**config.mk**
```make
export PLATFORM = sky130hd
export DESIGN_NAME = near_branch_resolver
export DESIGN_NICKNAME = d
export VERILOG_FILES = /design/src/rtl/nbr_pkg.sv /design/src/rtl/nbr_rst_sync.sv /design/src/rtl/nbr_cond_eval.sv /design/src/rtl/nbr_count_unit.sv /design/src/rtl/nbr_target.sv /design/src/rtl/near_branch_resolver.sv
export SDC_FILE = /design/constraint.sdc
export NUM_CORES = 1
export LEC_CHECK = 0
export BUFFER_PORTS_ARGS = -buffer_cell sky130_fd_sc_hd__buf_2
export CORE_MARGIN = 1.5
export CORE_UTILIZATION = 40
export DETAILED_ROUTE_END_ITERATION = 16
export PLACE_DENSITY = 0.66
export SLEW_MARGIN = 20
export SYNTH_ARGS = -nofsm -noshare
export SYNTH_HDL_FRONTEND = slang
export SYNTH_SLANG_ARGS = --single-unit
```
**constraint.sdc**
```tcl
create_clock -name clk -period 3.2 [get_ports clk]
set_clock_uncertainty 0.05 [all_clocks]
set_input_delay 0.48 -clock clk [delete_from_list [all_inputs] [get_ports clk]]
set_output_delay 0.48 -clock clk [all_outputs]
set_load 0.01 [all_outputs]
```
**src/rtl/nbr_pkg.sv**
```systemverilog
package nbr_pkg;
  typedef enum logic [2:0] {
    XK_JUMP   = 3'd0,
    XK_COND   = 3'd1,
    XK_CNTZ   = 3'd2,
    XK_LOOP   = 3'd3,
    XK_LOOPZ  = 3'd4,
    XK_LOOPNZ = 3'd5
  } xfer_kind_e;

  typedef struct packed {
    logic of;
    logic cf;
    logic zf;
    logic sf;
    logic pf;
  } arith_flags_t;

  localparam int unsigned COND_W = 4;
  localparam int unsigned TEST_N = 8;
endpackage

```
**src/rtl/nbr_rst_sync.sv**
```systemverilog
module nbr_rst_sync #(
  parameter int unsigned STAGES = 2
) (
  input  logic clk,
  input  logic rst_n,
  output logic rst_sync_n
);
  logic [STAGES-1:0] pipe_q;

  always_ff @(posedge clk or negedge rst_n) begin
    if (!rst_n) pipe_q <= '0;
    else        pipe_q <= {pipe_q[STAGES-2:0], 1'b1};
  end

  assign rst_sync_n = pipe_q[STAGES-1];
endmodule

```
**src/rtl/nbr_cond_eval.sv**
```systemverilog
module nbr_cond_eval
  import nbr_pkg::*;
(
  input  logic [COND_W-1:0] cond,
  input  arith_flags_t      flags,
  output logic              hit
);
  logic [TEST_N-1:0] base_test;
  logic              less_than;

  always_comb begin
    less_than    = flags.sf ^ flags.of;
    base_test[0] = flags.of;
    base_test[1] = flags.cf;
    base_test[2] = flags.zf;
    base_test[3] = flags.cf | flags.zf;
    base_test[4] = flags.sf;
    base_test[5] = flags.pf;
    base_test[6] = less_than;
    base_test[7] = flags.zf | less_than;
    hit          = base_test[cond[COND_W-1:1]] ^ cond[0];
  end
endmodule

```
**src/rtl/nbr_count_unit.sv**
```systemverilog
module nbr_count_unit #(
  parameter int unsigned CNT_W   = 32,
  parameter int unsigned SHORT_W = 16
) (
  input  logic [CNT_W-1:0] cnt_in,
  input  logic             wide,
  output logic [CNT_W-1:0] cnt_dec,
  output logic             dec_zero,
  output logic             cur_zero
);
  logic [SHORT_W-1:0] short_dec;
  logic [CNT_W-1:0]   wide_dec;

  assign short_dec = cnt_in[SHORT_W-1:0] - 1'b1;
  assign wide_dec  = cnt_in - 1'b1;

  generate
    if (CNT_W > SHORT_W) begin : g_split
      always_comb begin
        if (wide) begin
          cnt_dec  = wide_dec;
          dec_zero = (wide_dec == '0);
          cur_zero = (cnt_in == '0);
        end else begin
          cnt_dec  = {cnt_in[CNT_W-1:SHORT_W], short_dec};
          dec_zero = (short_dec == '0);
          cur_zero = (cnt_in[SHORT_W-1:0] == '0);
        end
      end
    end else begin : g_flat
      logic unused_wide;
      assign unused_wide = wide;
      always_comb begin
        cnt_dec  = wide_dec;
        dec_zero = (wide_dec == '0);
        cur_zero = (cnt_in == '0);
      end
    end
  endgenerate
endmodule

```
**src/rtl/nbr_target.sv**
```systemverilog
module nbr_target #(
  parameter int unsigned IP_W  = 16,
  parameter int unsigned LIM_W = 32
) (
  input  logic [IP_W-1:0]  cur_ip,
  input  logic [IP_W-1:0]  disp,
  input  logic [LIM_W-1:0] limit,
  output logic [IP_W-1:0]  target,
  output logic             over_limit
);
  localparam int unsigned PAD_W = LIM_W - IP_W;

  always_comb begin
    target     = cur_ip + disp;
    over_limit = ({{PAD_W{1'b0}}, target} > limit);
  end
endmodule

```
**src/rtl/near_branch_resolver.sv**
```systemverilog
module near_branch_resolver
  import nbr_pkg::*;
#(
  parameter int unsigned IP_W    = 16,
  parameter int unsigned CNT_W   = 32,
  parameter int unsigned SHORT_W = 16,
  parameter int unsigned LIM_W   = 32
) (
  input  logic              clk,
  input  logic              rst_n,
  input  logic              req_valid,
  input  logic [2:0]        req_kind,
  input  logic [COND_W-1:0] req_cond,
  input  logic [IP_W-1:0]   cur_ip,
  input  logic [IP_W-1:0]   disp,
  input  logic              flag_of,
  input  logic              flag_cf,
  input  logic              flag_zf,
  input  logic              flag_sf,
  input  logic              flag_pf,
  input  logic [CNT_W-1:0]  cnt_in,
  input  logic              addr32,
  input  logic [LIM_W-1:0]  cs_limit,
  output logic              res_valid,
  output logic              res_taken,
  output logic [IP_W-1:0]   res_ip,
  output logic [CNT_W-1:0]  cnt_out,
  output logic              cnt_we,
  output logic              gp_fault
);
  logic             rst_i_n;
  arith_flags_t     flags;
  logic             cond_hit;
  logic [CNT_W-1:0] cnt_dec;
  logic             dec_zero, cur_zero;
  logic [IP_W-1:0]  target;
  logic             over_limit;

  logic             want_take, is_loop;
  logic             fault_d, taken_d, we_d;
  logic [IP_W-1:0]  ip_d;

  assign flags = '{of: flag_of, cf: flag_cf, zf: flag_zf, sf: flag_sf, pf: flag_pf};

  nbr_rst_sync #(.STAGES(2)) u_rst (
    .clk(clk), .rst_n(rst_n), .rst_sync_n(rst_i_n)
  );

  nbr_cond_eval u_cond (
    .cond(req_cond), .flags(flags), .hit(cond_hit)
  );

  nbr_count_unit #(.CNT_W(CNT_W), .SHORT_W(SHORT_W)) u_cnt (
    .cnt_in(cnt_in), .wide(addr32), .cnt_dec(cnt_dec),
    .dec_zero(dec_zero), .cur_zero(cur_zero)
  );

  nbr_target #(.IP_W(IP_W), .LIM_W(LIM_W)) u_tgt (
    .cur_ip(cur_ip), .disp(disp), .limit(cs_limit),
    .target(target), .over_limit(over_limit)
  );

  // next-state logic
  always_comb begin
    want_take = 1'b0;
    is_loop   = 1'b0;
    unique case (req_kind)
      XK_JUMP:   want_take = 1'b1;
      XK_COND:   want_take = cond_hit;
      XK_CNTZ:   want_take = cur_zero;
      XK_LOOP: begin
        is_loop   = 1'b1;
        want_take = !dec_zero;
      end
      XK_LOOPZ: begin
        is_loop   = 1'b1;
        want_take = !dec_zero && flags.zf;
      end
      XK_LOOPNZ: begin
        is_loop   = 1'b1;
        want_take = !dec_zero && !flags.zf;
      end
      default: ;
    endcase
    fault_d = want_take && over_limit;
    taken_d = want_take && !fault_d;
    we_d    = is_loop && !fault_d;
    ip_d    = taken_d ? target : cur_ip;
  end

  // registers
  always_ff @(posedge clk or negedge rst_i_n) begin
    if (!rst_i_n) begin
      res_valid <= 1'b0;
      res_taken <= 1'b0;
      cnt_we    <= 1'b0;
      gp_fault  <= 1'b0;
      res_ip    <= '0;
      cnt_out   <= '0;
    end else begin
      res_valid <= req_valid;
      res_taken <= req_valid && taken_d;
      cnt_we    <= req_valid && we_d;
      gp_fault  <= req_valid && fault_d;
      if (req_valid) begin
        res_ip  <= ip_d;
        cnt_out <= cnt_dec;
      end
    end
  end

  // one result per request, on the next edge
  a_r9_result_follows: assert property (@(posedge clk) disable iff (!rst_i_n)
    req_valid |=> res_valid);
  a_r9_no_spurious: assert property (@(posedge clk) disable iff (!rst_i_n)
    !req_valid |=> !res_valid);
  // a fault blocks the count write and the taken indication
  a_r7_fault_blocks: assert property (@(posedge clk) disable iff (!rst_i_n)
    gp_fault |-> (!cnt_we && !res_taken));
  // any taken result lies within the limit seen with the request
  a_r2_taken_in_limit: assert property (@(posedge clk) disable iff (!rst_i_n)
    res_taken |-> (LIM_W'(res_ip) <= $past(cs_limit)));
  // a result that is not taken keeps the request pointer
  a_r8_hold_ip: assert property (@(posedge clk) disable iff (!rst_i_n)
    (res_valid && !res_taken) |-> (res_ip == $past(cur_ip)));
  // qualifiers only with a valid result
  a_r10_need_valid: assert property (@(posedge clk) disable iff (!rst_i_n)
    (res_taken || cnt_we || gp_fault) |-> res_valid);
  // a committed count always differs from the one presented
  a_r6_count_moves: assert property (@(posedge clk) disable iff (!rst_i_n)
    cnt_we |-> (cnt_out != $past(cnt_in)));
endmodule

```
==> impl_metrics.prom, run 1 <==
# TYPE chip_impl_metric gauge
chip_impl_info{name="run_status",value="finished, violations left"} 1
chip_impl_info{name="failed_checks",value="setup timing"} 1
chip_impl_info{name="synth_commonest_cells",value="69 x sky130_fd_sc_hd__nor2_1, 54 x sky130_fd_sc_hd__dfrtp_1, 42 x sky130_fd_sc_hd__a21oi_1"} 1
chip_impl_metric{name="ys_seq_elements",unit=""} 54
chip_impl_metric{name="io_pins",unit=""} 164
chip_impl_metric{name="sink_count_of_the_clock_tree",unit=""} 54
chip_impl_metric{name="reg2reg_depth",unit=""} 1
chip_impl_info{name="synth_most_common_cell",value="sky130_fd_sc_hd__nor2_1"} 1
chip_impl_metric{name="synth_fp_nets",unit=""} 658
chip_impl_metric{name="synth_largest_type_area_fraction",unit="%"} 31.54
chip_impl_info{name="hold_path.class",value="reg -> reg"} 1
chip_impl_info{name="synth.area.top_cells",value="sky130_fd_sc_hd__dfrtp_1 32%, sky130_fd_sc_hd__ha_1 9.6%, sky130_fd_sc_hd__xnor2_1 6.1%"} 1
chip_impl_metric{name="ant_nets",unit=""} 0
chip_impl_metric{name="drc",unit=""} 0
chip_impl_metric{name="vdd_ir_drop_max",unit="uV"} 177.6
chip_impl_metric{name="globalRouteOverflowTotal",unit=""} 0
chip_impl_metric{name="port-buffer-count",unit=""} 163
chip_impl_metric{name="layout_worst_path_cycle_share",unit="%"} 115.9
chip_impl_metric{name="routed-via-count",unit=""} 4603
chip_impl_metric{name="dieArea",unit="sq mm"} 0.01134
chip_impl_metric{name="drt-wirelength-per-cell",unit="um"} 14.64
chip_impl_metric{name="sequential_cell_area",unit="sq mm"} 0.001353
chip_impl_metric{name="post_layout_nonfiller_instances",unit=""} 875
chip_impl_info{name="crit_path_start",value="cur_ip[0]"} 1
chip_impl_metric{name="switchingPower",unit="W"} 0.0007414
chip_impl_metric{name="post_synth_instance_area",unit="sq mm"} 0.004284
chip_impl_metric{name="max_freq",unit="GHz"} 0.2695
chip_impl_metric{name="detail_route.iter0.violations",unit=""} 278
chip_impl_info{name="cts_tree",value="yes"} 1
chip_impl_metric{name="final_max_slew_viols",unit=""} 0
chip_impl_metric{name="fp.dieW",unit="um"} 106.5
chip_impl_metric{name="multi_input_comb_area",unit="sq mm"} 0.002918
chip_impl_info{name="synth_top_cell_by_area",value="sky130_fd_sc_hd__dfrtp_1"} 1
chip_impl_metric{name="synth_edf_count",unit=""} 0
chip_impl_metric{name="power.combinational.fraction",unit="%"} 41.8
chip_impl_metric{name="critical_path_required",unit="ps"} 3310
chip_impl_metric{name="synth-seq-area-share",unit="%"} 31.54
chip_impl_info{name="cts.root.buffer_cell",value="sky130_fd_sc_hd__clkbuf_8"} 1
chip_impl_metric{name="first_global_vias",unit=""} 4440
chip_impl_metric{name="count_of_different_cell_masters_after_synthesis",unit=""} 67
chip_impl_metric{name="clk_pin_slew_worst_paths",unit="ps"} 90
chip_impl_metric{name="cts_inserted_buffers",unit=""} 5
chip_impl_metric{name="timing.final.setup_violations",unit=""} 19
chip_impl_metric{name="global_route_wire_length_before_repair",unit="um"} 20890
chip_impl_info{name="critPathLaunchType",value="input port"} 1
chip_impl_metric{name="start_util",unit="%"} 41.31
chip_impl_metric{name="syn_area_per_cell",unit="sq um"} 8.367
chip_impl_metric{name="power.share.switching",unit="%"} 34.10
chip_impl_metric{name="post-dp-hpwl",unit="um"} 10340
chip_impl_info{name="r2r_end",value="cnt_out[26]$_DFFE_PN0P_"} 1
chip_impl_metric{name="post_synth_inst_count",unit=""} 512
chip_impl_metric{name="numPlacedInstances",unit=""} 863
chip_impl_metric{name="worst_slew_pin_slew",unit="ps"} 943.2
chip_impl_metric{name="ys_async_sr_fraction",unit="%"} 100.0
chip_impl_metric{name="internal-power",unit="W"} 0.001432
chip_impl_info{name="dominantRegCellSynth",value="sky130_fd_sc_hd__dfrtp_1"} 1
chip_impl_metric{name="dr.pass1.iters",unit=""} 4
chip_impl_info{name="setup.worst_path.end_class",value="flip-flop"} 1
chip_impl_metric{name="p_clk_share",unit="%"} 20.8
chip_impl_metric{name="power.total",unit="W"} 0.002174
chip_impl_metric{name="power.static_leakage",unit="nW"} 2.753
chip_impl_metric{name="crit_fanout",unit=""} 8
chip_impl_metric{name="clock_path_buffers",unit=""} 2
chip_impl_metric{name="ant_cells",unit=""} 0
chip_impl_info{name="r2r-start",value="u_rst.pipe_q[1]$_DFF_PN0_"} 1
chip_impl_metric{name="grt_util_all_layers",unit="%"} 22.73
chip_impl_metric{name="hold_violations",unit=""} 0
chip_impl_metric{name="core.rowCount",unit=""} 37
chip_impl_metric{name="drive_above_1_share",unit="%"} 39.51
chip_impl_metric{name="floorplan.die.height",unit="um"} 106.5
chip_impl_info{name="setup_repair_after_global_routing_missed_its_margin",value="true"} 1
chip_impl_metric{name="hold_depth",unit=""} 0
chip_impl_metric{name="dp_worst_setup_slack",unit="ps"} -887.0
chip_impl_metric{name="power_frac_seq",unit="%"} 37.4
chip_impl_info{name="capture_endpoint_of_the_worst_hold_path",value="u_rst.pipe_q[1]$_DFF_PN0_"} 1
chip_impl_metric{name="core_outline_area",unit="sq mm"} 0.01037
chip_impl_info{name="worst_hold_startpoint",value="u_rst.pipe_q[0]$_DFF_PN0_"} 1
chip_impl_metric{name="totalWireLength",unit="um"} 12810
chip_impl_metric{name="maximum_number_of_pins_on_one_net_before_global_route_repair",unit=""} 43
chip_impl_metric{name="area.growth.synth_to_final",unit="%"} 41.73
chip_impl_metric{name="antenna_found_initial",unit=""} 0
chip_impl_metric{name="maxCapViolCount",unit=""} 0
chip_impl_metric{name="period_minus_slack",unit="ps"} 3710
chip_impl_metric{name="rrSetupSlack",unit="ps"} 2010
chip_impl_metric{name="critical_path_arrival",unit="ps"} 3820
chip_impl_metric{name="ys.warnings.count",unit=""} 0
chip_impl_metric{name="gp_congestion",unit=""} 0.8285
chip_impl_metric{name="worstSkewPairLatency",unit="ps"} 300
chip_impl_metric{name="num-nets-final",unit=""} 884
chip_impl_metric{name="fillers",unit=""} 990
chip_impl_metric{name="post_drt_via_cell_ratio",unit=""} 5.261
chip_impl_info{name="worst-setup-path-type",value="in -> reg"} 1
chip_impl_metric{name="power_per_cell_area",unit="mW/mm^2"} 358.0
chip_impl_metric{name="layout_setup_ws",unit="ps"} -510.2
chip_impl_metric{name="cts_max_level",unit=""} 2
chip_impl_metric{name="max-slew-margin-rel",unit="%"} 37.12
## logic make-up (layout without fill, tap and decap cells)
family / Yosys count / in the layout / synth area share (%)
AND/OR/NAND/NOR: 191 / 191 / 22.37
adder cells (fa/ha/maj): 34 / 34 / 10.11
flip-flops: 54 / 54 / 31.54
other: 1 / 1 / 0.08753
AO/OA/AOI/OAI: 138 / 139 / 21.26
XOR/XNOR: 43 / 43 / 8.791
buffers and inverters: 48 / 274 / 5.081
multiplexers: 3 / 3 / 0.7593
## sequential cells by signal, summed over array words and instances (netlist names)
register and cells:
cnt_out 32, cnt_we 1, gp_fault 1, res_ip 16, res_taken 1, res_valid 1, u_rst.pipe_q 2
## power groups by stage
stage	Sequential, W	Combinational [W]	Clock [W]
2_1_floorplan	0.000853	0.000431	0
3_3_place_gp	0.000824	0.000844	0
3_5_place_dp	0.000825	0.000865	0
4_1_cts	0.000814	0.000904	0.000473
5_1_grt	0.000824	0.00100	0.000495
6_report	0.000813	0.000909	0.000452
## per-stage QoR
stage / setup TNS (ps) / utilization (%) / hold WS, ps / cell area [sq um]
final: -8637 / 58.55 / 305.8 / 6072
after global placement: -13220 / 56.04 / 214.6 / 5812
after detailed placement: -15190 / 56.04 / 217.3 / 5812
after global routing: -11630 / 58.55 / 324.8 / 6072
after CTS: -7860 / 58.46 / 309.2 / 6062
after floorplan: -6349 / - / 134.4 / 4394
## what timing repair did
action	CTS	global route
setup endpoints to repair	19	19
gates cloned	1	0
hold buffers	1	0
endpoints found under the hold margin	2	0
pin swaps	7	0
setup buffers	2	0
gates resized for setup	20	2
## how the worst max path moves through the flow
stage / endpoint / depth (start not counted)
final: res_ip[8]$_DFFE_PN0P_ / 16
after global routing: res_ip[10]$_DFFE_PN0P_ / 17
after CTS: res_ip[8]$_DFFE_PN0P_ / 17
after detailed placement: res_ip[15]$_DFFE_PN0P_ / 16
after global placement: res_ip[15]$_DFFE_PN0P_ / 16
after floorplan: res_ip[12]$_DFFE_PN0P_ / 16
## placed cells by master (no fill, tap or decap), drive strengths merged, types with 7 or more instances in the layout
cell type,synthesis,layout
a21o,8,8
a21oi,42,42
a31oi,21,21
buf,9,242
clkbuf,16,7
dfrtp,54,54
ha,33,33
inv,23,23
nand2,23,23
nand3,25,25
nor2,69,69
nor3,27,27
nor4,21,21
o21ai,28,28
xnor2,30,30
xor2,13,13
## layer usage
metal | global-route usage [%] | part of all wire [%]
met5 | 0 | 0
met4 | 3.810 | 0.57
met3 | 2.514 | 5.6
met2 | 40.65 | 50
met1 | 29.90 | 44
## layout make-up
class                   count  area share [%]
flip-flops and latches     54           22.27
multi-input cells         411           48.05
clock buffers               7           1.257
clock inverters             1          0.4945
inverters                  23           1.422
well taps                 136           2.802
repair buffers            243           23.70
## worst max-delay path, cell delays in order
cell and delay, ps:
sky130_fd_sc_hd__buf_6 100, sky130_fd_sc_hd__ha_4 160, sky130_fd_sc_hd__fa_2 360, sky130_fd_sc_hd__a211oi_2 260
sky130_fd_sc_hd__nor2_2 110, sky130_fd_sc_hd__o41ai_4 350, sky130_fd_sc_hd__o21ai_1 120, sky130_fd_sc_hd__a211oi_2 210
sky130_fd_sc_hd__nor3_2 80, sky130_fd_sc_hd__ha_1 310, sky130_fd_sc_hd__nand4_1 170, sky130_fd_sc_hd__nor2_4 200
sky130_fd_sc_hd__nand3_4 140, sky130_fd_sc_hd__o311a_2 500, sky130_fd_sc_hd__o21ai_1 150, sky130_fd_sc_hd__a31oi_1 90
Power figures use the tool's default switching activity.
==> inputs of run 2 (changes only) <==
--- a/config.mk
+++ b/config.mk
@@ -9,7 +9,7 @@
 export CORE_MARGIN = 1.5
 export CORE_UTILIZATION = 40
 export DETAILED_ROUTE_END_ITERATION = 16
-export PLACE_DENSITY = 0.66
+export PLACE_DENSITY_LB_ADDON = 0.12
 export SLEW_MARGIN = 20
 export SYNTH_ARGS = -nofsm -noshare
 export SYNTH_HDL_FRONTEND = slang
==> impl_metrics.prom, run 2 (synthesis results as in run 1) <==
# TYPE chip_impl_metric gauge
chip_impl_info{name="run_status",value="finished, violations left"} 1
chip_impl_info{name="failed_checks",value="setup timing"} 1
chip_impl_metric{name="crit_fanout",unit=""} 8
chip_impl_metric{name="switchingPower",unit="W"} 0.0007332
chip_impl_metric{name="internal-power",unit="W"} 0.001348
chip_impl_metric{name="critical_path_arrival",unit="ps"} 3850
chip_impl_metric{name="maximum_number_of_pins_on_one_net_before_global_route_repair",unit=""} 43
chip_impl_metric{name="power.total",unit="W"} 0.002082
chip_impl_metric{name="layout_worst_path_cycle_share",unit="%"} 114.7
chip_impl_metric{name="core_outline_area",unit="sq mm"} 0.01037
chip_impl_metric{name="gp_congestion",unit=""} 0.8818
chip_impl_metric{name="max-slew-margin-rel",unit="%"} 52.06
chip_impl_metric{name="cts_inserted_buffers",unit=""} 5
chip_impl_metric{name="first_global_vias",unit=""} 4454
chip_impl_metric{name="final.setup.tns",unit="ps"} -7681
chip_impl_metric{name="vdd_ir_drop_max",unit="uV"} 187.0
chip_impl_metric{name="p_clk_share",unit="%"} 18.2
chip_impl_metric{name="grt_util_all_layers",unit="%"} 22.29
chip_impl_metric{name="timing.final.setup_violations",unit=""} 19
chip_impl_metric{name="final_max_slew_viols",unit=""} 0
chip_impl_metric{name="antenna_found_initial",unit=""} 0
chip_impl_metric{name="clock_path_buffers",unit=""} 2
chip_impl_metric{name="worstSkewPairLatency",unit="ps"} 310
chip_impl_metric{name="maxCapViolCount",unit=""} 0
chip_impl_metric{name="detail_route.iter0.violations",unit=""} 257
chip_impl_metric{name="cts_max_level",unit=""} 2
chip_impl_metric{name="global_route_wire_length_before_repair",unit="um"} 20480
chip_impl_metric{name="critical_path_required",unit="ps"} 3380
chip_impl_info{name="r2r_end",value="cnt_out[5]$_DFFE_PN0P_"} 1
chip_impl_metric{name="core.rowCount",unit=""} 37
chip_impl_metric{name="rrSetupSlack",unit="ps"} 2070
chip_impl_metric{name="dr.pass1.iters",unit=""} 4
chip_impl_info{name="hold_path.class",value="reg -> async"} 1
chip_impl_metric{name="drive_above_1_share",unit="%"} 38.84
chip_impl_metric{name="fp.dieW",unit="um"} 106.5
chip_impl_info{name="setup_repair_after_global_routing_missed_its_margin",value="true"} 1
chip_impl_metric{name="post_drt_via_cell_ratio",unit=""} 5.249
chip_impl_info{name="r2r-start",value="u_rst.pipe_q[1]$_DFF_PN0_"} 1
chip_impl_metric{name="start_util",unit="%"} 41.31
chip_impl_metric{name="post-dp-hpwl",unit="um"} 10200
chip_impl_metric{name="power_per_cell_area",unit="mW/mm^2"} 345.4
chip_impl_metric{name="max_freq",unit="GHz"} 0.2724
chip_impl_metric{name="power_frac_seq",unit="%"} 38.8
chip_impl_metric{name="largest_register_ffs",unit=""} 32
chip_impl_metric{name="drt-wirelength-per-cell",unit="um"} 14.46
chip_impl_metric{name="globalRouteOverflowTotal",unit=""} 0
chip_impl_metric{name="routed-via-count",unit=""} 4593
chip_impl_metric{name="floorplan.die.height",unit="um"} 106.5
chip_impl_info{name="cts_tree",value="yes"} 1
chip_impl_metric{name="port-buffer-count",unit=""} 163
chip_impl_metric{name="drc",unit=""} 0
chip_impl_metric{name="sink_count_of_the_clock_tree",unit=""} 54
chip_impl_info{name="cts.root.buffer_cell",value="sky130_fd_sc_hd__clkbuf_8"} 1
chip_impl_info{name="most_common_cell_after_layout_fill_and_taps_aside",value="sky130_fd_sc_hd__buf_2"} 1
chip_impl_info{name="worst-setup-path-type",value="in -> reg"} 1
chip_impl_info{name="final_cell_mix",value="160 x sky130_fd_sc_hd__buf_2, 76 x sky130_fd_sc_hd__buf_4, 67 x sky130_fd_sc_hd__nor2_1, 53 x sky130_fd_sc_hd__dfrtp_1, 42 x sky130_fd_sc_hd__a21oi_1"} 1
chip_impl_info{name="top_regs",value="cnt_out (32), res_ip (16), u_rst.pipe_q (2)"} 1
chip_impl_info{name="setup.worst_path.end_class",value="flip-flop"} 1
chip_impl_metric{name="power.share.switching",unit="%"} 35.22
chip_impl_metric{name="area.growth.synth_to_final",unit="%"} 40.68
chip_impl_metric{name="ant_cells",unit=""} 0
chip_impl_metric{name="reg2reg_depth",unit=""} 1
chip_impl_info{name="largest-register",value="cnt_out"} 1
chip_impl_metric{name="ant_nets",unit=""} 0
chip_impl_metric{name="worst_slew_pin_slew",unit="ps"} 719.1
chip_impl_info{name="critPathLaunchType",value="input port"} 1
chip_impl_metric{name="io_pins",unit=""} 164
chip_impl_metric{name="clk_pin_slew_worst_paths",unit="ps"} 100
chip_impl_metric{name="dieArea",unit="sq mm"} 0.01134
chip_impl_metric{name="totalWireLength",unit="um"} 12650
chip_impl_metric{name="period_minus_slack",unit="ps"} 3671
chip_impl_metric{name="num-nets-final",unit=""} 884
chip_impl_metric{name="layout_setup_ws",unit="ps"} -471.2
chip_impl_metric{name="power.combinational.fraction",unit="%"} 43.0
chip_impl_metric{name="hold_violations",unit=""} 0
chip_impl_metric{name="power.static_leakage",unit="nW"} 2.736
run 2: power by group through the flow:
stage                     Combinational (W)  Sequential [W]  Clock, W
after detailed placement           0.000872        0.000821         0
after global placement             0.000855        0.000819         0
after floorplan                    0.000431        0.000853         0
final                              0.000896        0.000808  0.000378
after CTS                          0.000897        0.000810  0.000389
after global routing               0.000988        0.000818  0.000416
run 2: through the flow:
stage / cell area, sq um / hold slack [ps] / utilization (%) / std cells / setup slack (ps)
floorplan: 4394 / 134.4 / - / 512 / -425.7
global route: 6027 / 314.1 / 58.12 / 875 / -678.3
CTS: 6016 / 281.5 / 58.01 / 875 / -474.3
detailed placement: 5824 / 219.7 / 56.17 / 863 / -894.4
finish: 6027 / 248.7 / 58.12 / 875 / -471.2
global placement: 5824 / 215.7 / 56.17 / 863 / -837.1
run 2: critical path: stages:
cell                       delay [ps]
sky130_fd_sc_hd__buf_6            100
sky130_fd_sc_hd__ha_4             150
sky130_fd_sc_hd__fa_2             370
sky130_fd_sc_hd__a211oi_2         240
sky130_fd_sc_hd__nor2_2           100
sky130_fd_sc_hd__o41ai_4          370
sky130_fd_sc_hd__o21ai_1          120
sky130_fd_sc_hd__a211oi_2         200
sky130_fd_sc_hd__nor3_2            80
sky130_fd_sc_hd__ha_1             310
sky130_fd_sc_hd__nand4_1          130
sky130_fd_sc_hd__nor2_2           200
sky130_fd_sc_hd__a221oi_2         110
sky130_fd_sc_hd__o22ai_4          260
sky130_fd_sc_hd__o311a_2          360
sky130_fd_sc_hd__o21ai_1           80
sky130_fd_sc_hd__a31oi_1          180
run 2: cell type report:
type / count / area, sq um
clock buffers: 7 / 76.32
clock inverters: 1 / 7.507
fillers: 969 / 4343
inverters: 23 / 86.33
multi-input cells: 411 / 2877
flip-flops and latches: 54 / 1353
well taps: 136 / 170.2
repair buffers: 243 / 1458
run 2: repair_timing:
item                       CTS  global route
setup buffers                2             0
resized for setup           14             3
hold buffers                 1             0
pin swaps                   10             6
gates cloned                 1             0
hold endpoints to repair     2             0
setup endpoints to repair   19            19
run 2: layer usage:
metal / vias to the layer above / share of wire, % / track usage (%)
met4: 0 / 2.2 / 7.333
met1: 2093 / 44 / 27.98
met2: 139 / 49 / 39.77
li1: 2341 / - / -
met5: - / 0 / 0
met3: 20 / 4.8 / 2.391
run 2: worst max path at each step:
stage	slack (ps)	to	cells past startpoint	startpoint
2_1_floorplan	-430	res_ip[12]$_DFFE_PN0P_	16	cur_ip[0]
3_3_place_gp	-840	res_ip[15]$_DFFE_PN0P_	17	cur_ip[1]
3_5_place_dp	-890	res_ip[2]$_DFFE_PN0P_	16	cur_ip[0]
4_1_cts	-470	res_ip[2]$_DFFE_PN0P_	17	cur_ip[0]
5_1_grt	-680	res_ip[15]$_DFFE_PN0P_	17	cur_ip[0]
6_report	-470	res_ip[8]$_DFFE_PN0P_	17	cur_ip[0]
==> inputs of run 3 (changes only) <==
--- a/config.mk
+++ b/config.mk
@@ -6,10 +6,10 @@
 export NUM_CORES = 1
 export LEC_CHECK = 0
 export BUFFER_PORTS_ARGS = -buffer_cell sky130_fd_sc_hd__buf_2
-export CORE_MARGIN = 1.5
+export CORE_MARGIN = 8
 export CORE_UTILIZATION = 40
 export DETAILED_ROUTE_END_ITERATION = 16
-export PLACE_DENSITY_LB_ADDON = 0.12
+export PLACE_DENSITY = 0.67
 export SLEW_MARGIN = 20
 export SYNTH_ARGS = -nofsm -noshare
 export SYNTH_HDL_FRONTEND = slang
==> impl_metrics.prom, run 3 (synthesis results as in run 1) <==
# TYPE chip_impl_metric gauge
chip_impl_metric{name="port-buffer-count",unit=""} 163
chip_impl_info{name="cts_tree",value="yes"} 1
chip_impl_metric{name="postLayoutCoreUtil",unit="%"} 59.94
chip_impl_metric{name="first_global_vias",unit=""} 4916
chip_impl_metric{name="layout_worst_path_cycle_share",unit="%"} 115.2
chip_impl_info{name="largest-register",value="cnt_out"} 1
chip_impl_metric{name="hold_violations",unit=""} 0
chip_impl_metric{name="design_area",unit="sq mm"} 0.006216
chip_impl_metric{name="worstPathBufferInverterCount",unit=""} 3
chip_impl_metric{name="power_per_cell_area",unit="mW/mm^2"} 347.3
chip_impl_metric{name="fp.dieW",unit="um"} 119.5
chip_impl_metric{name="global_route_wire_length_before_repair",unit="um"} 22740
chip_impl_metric{name="core.rowCount",unit=""} 37
chip_impl_metric{name="io_pins",unit=""} 164
chip_impl_metric{name="power.static_leakage",unit="nW"} 2.850
chip_impl_info{name="worst-setup-path-type",value="in -> reg"} 1
chip_impl_info{name="path_cells",value="buf_8 > ha_4 > fa_2 > a211oi_2 > nor2_2 > o41ai_2 > buf_4 > o21ai_2 > a211oi_2 > nor3_2 > ha_1 > nand4_1 > buf_4 > o21ai_2 > a221oi_2 > o22ai_4 > o311a_4 > nor3_1 > o31ai_1"} 1
chip_impl_metric{name="ant_cells",unit=""} 0
chip_impl_info{name="run_status",value="finished, violations left"} 1
chip_impl_metric{name="max_freq",unit="GHz"} 0.2712
chip_impl_metric{name="maximum_number_of_pins_on_one_net_before_global_route_repair",unit=""} 43
chip_impl_metric{name="critical_path_arrival",unit="ps"} 3850
chip_impl_metric{name="clk_pin_slew_worst_paths",unit="ps"} 90
chip_impl_info{name="critical-path-top-delay-family",value="compound AO/OA/AOI/OAI gates"} 1
chip_impl_metric{name="grt_util_all_layers",unit="%"} 18.83
chip_impl_metric{name="worst_slew_pin_slew",unit="ps"} 925.2
chip_impl_metric{name="detail_route.iter0.violations",unit=""} 333
chip_impl_info{name="setup_repair_after_global_routing_missed_its_margin",value="true"} 1
chip_impl_info{name="cts.root.buffer_cell",value="sky130_fd_sc_hd__clkbuf_8"} 1
chip_impl_metric{name="drive_above_1_share",unit="%"} 42.29
chip_impl_info{name="critPathLaunchType",value="input port"} 1
chip_impl_metric{name="post-dp-hpwl",unit="um"} 11330
chip_impl_info{name="most_common_cell_after_layout_fill_and_taps_aside",value="sky130_fd_sc_hd__buf_2"} 1
chip_impl_metric{name="cts_inserted_buffers",unit=""} 5
chip_impl_metric{name="critical_path_required",unit="ps"} 3360
chip_impl_metric{name="cp_max_stage_delay",unit="ps"} 350
chip_impl_metric{name="period_minus_slack",unit="ps"} 3687
chip_impl_info{name="setup.worst_path.end_class",value="flip-flop"} 1
chip_impl_metric{name="core_outline_area",unit="sq mm"} 0.01037
chip_impl_metric{name="dp_worst_setup_slack",unit="ps"} -818.4
chip_impl_metric{name="ant_nets",unit=""} 0
chip_impl_metric{name="rrSetupSlack",unit="ps"} 2020
chip_impl_metric{name="clock_path_buffers",unit=""} 2
chip_impl_metric{name="totalWireLength",unit="um"} 14100
chip_impl_metric{name="fillers",unit=""} 931
chip_impl_metric{name="globalRouteOverflowTotal",unit=""} 0
chip_impl_info{name="hold_path.class",value="reg -> reg"} 1
chip_impl_metric{name="cts_max_level",unit=""} 2
chip_impl_metric{name="final.setup.tns",unit="ps"} -7542
chip_impl_metric{name="post_dp_cell_area",unit="sq mm"} 0.005849
chip_impl_metric{name="multi_input_comb_area",unit="sq mm"} 0.002972
chip_impl_metric{name="largest_register_ffs",unit=""} 32
chip_impl_metric{name="area.growth.synth_to_final",unit="%"} 45.09
chip_impl_metric{name="routed-via-count",unit=""} 4711
chip_impl_info{name="worst_path_cell_with_the_longest_stage_delay",value="sky130_fd_sc_hd__fa_2"} 1
chip_impl_metric{name="gp_congestion",unit=""} 0.8503
chip_impl_metric{name="max-slew-margin-rel",unit="%"} 38.32
chip_impl_metric{name="floorplan.die.height",unit="um"} 119.5
chip_impl_metric{name="num-nets-final",unit=""} 897
chip_impl_metric{name="dr.pass1.iters",unit=""} 5
chip_impl_metric{name="dieArea",unit="sq mm"} 0.01428
chip_impl_info{name="final_cell_mix",value="161 x sky130_fd_sc_hd__buf_2, 89 x sky130_fd_sc_hd__buf_4, 66 x sky130_fd_sc_hd__nor2_1, 53 x sky130_fd_sc_hd__dfrtp_1, 40 x sky130_fd_sc_hd__a21oi_1"} 1
chip_impl_metric{name="sink_count_of_the_clock_tree",unit=""} 54
chip_impl_metric{name="timing.final.setup_violations",unit=""} 19
chip_impl_metric{name="worstSkewPairLatency",unit="ps"} 300
chip_impl_metric{name="maxCapViolCount",unit=""} 0
chip_impl_metric{name="antenna_found_initial",unit=""} 0
chip_impl_info{name="failed_checks",value="setup timing"} 1
chip_impl_metric{name="drc",unit=""} 0
chip_impl_metric{name="start_util",unit="%"} 41.31
chip_impl_metric{name="vdd_ir_drop_max",unit="uV"} 168.8
chip_impl_metric{name="crit_fanout",unit=""} 8
chip_impl_info{name="top_regs",value="cnt_out (32), res_ip (16), u_rst.pipe_q (2)"} 1
chip_impl_metric{name="layout_setup_ws",unit="ps"} -487.3
chip_impl_metric{name="final_max_slew_viols",unit=""} 0
chip_impl_metric{name="post_drt_via_cell_ratio",unit=""} 5.305
chip_impl_metric{name="sequential_cell_area",unit="sq mm"} 0.001353
chip_impl_metric{name="drt-wirelength-per-cell",unit="um"} 15.88
[run 3: cell count changes in the layout (fill, tap and decap cells not counted), moves of 2 or more]
cell,before,now
sky130_fd_sc_hd__nand3_1,24,15
sky130_fd_sc_hd__buf_4,76,89
sky130_fd_sc_hd__a21oi_2,0,2
sky130_fd_sc_hd__o311a_4,1,3
sky130_fd_sc_hd__o21ai_2,5,7
sky130_fd_sc_hd__a21oi_1,42,40
sky130_fd_sc_hd__nand3_2,0,9
[run 3: final cells by class]
class	instances	share of cell area (%)
multi-input cells	411	47.81
repair buffers	256	24.84
flip-flops and latches	54	21.76
well taps	136	2.738
clock buffers	7	1.389
inverters	23	1.389
clock inverters	1	0.08052
[run 3: repair_timing]
action | 4_1_cts | 5_1_grt
gates cloned | 2 | 0
hold buffers | 1 | 0
buffers inserted | 6 | 3
endpoints found under the setup margin | 19 | 19
gates resized for setup | 19 | 19
hold endpoints to repair | 2 | 0
pin swaps | 23 | 15
[run 3: metrics by stage]
| step | power (W) | hold slack, ps | cells |
|---|---|---|---|
| after floorplan | 0.001284 | 134.4 | 512 |
| after global routing | 0.002304 | 323.1 | 888 |
| final | 0.002159 | 309.8 | 888 |
| after global placement | 0.001684 | 215.1 | 868 |
| after CTS | 0.002137 | 313.3 | 885 |
| after detailed placement | 0.001705 | 219.0 | 868 |
[run 3: report_power, final]
group / switching [W] / internal (W)
logic: 0.000486 / 0.000468
clock network: 0.000217 / 0.000175
registers: 0.0000564 / 0.000757
total: 0.000759 / 0.00140
[run 3: per-layer routing]
metal  wire [um]  vias to the layer above  GRT usage, %
met1        6189                     2139         23.41
met3         949                       21         4.126
met2        6746                      184         32.48
li1            -                     2367             -
met5           0                        -             0
met4         214                        0         4.528
[run 3: worst paths after layout]
check,start,end,cells after the start
hold / removal,u_rst.pipe_q[0]$_DFF_PN0_,u_rst.pipe_q[1]$_DFF_PN0_,0
setup / recovery,cur_ip[0],res_ip[15]$_DFFE_PN0P_,19
max in group asynchronous,u_rst.pipe_q[1]$_DFF_PN0_,cnt_out[19]$_DFFE_PN0P_,1
min in group asynchronous,u_rst.pipe_q[1]$_DFF_PN0_,cnt_out[5]$_DFFE_PN0P_,0
setup reg to reg,u_rst.pipe_q[1]$_DFF_PN0_,cnt_out[19]$_DFFE_PN0P_,1
hold reg to reg,u_rst.pipe_q[0]$_DFF_PN0_,u_rst.pipe_q[1]$_DFF_PN0_,0
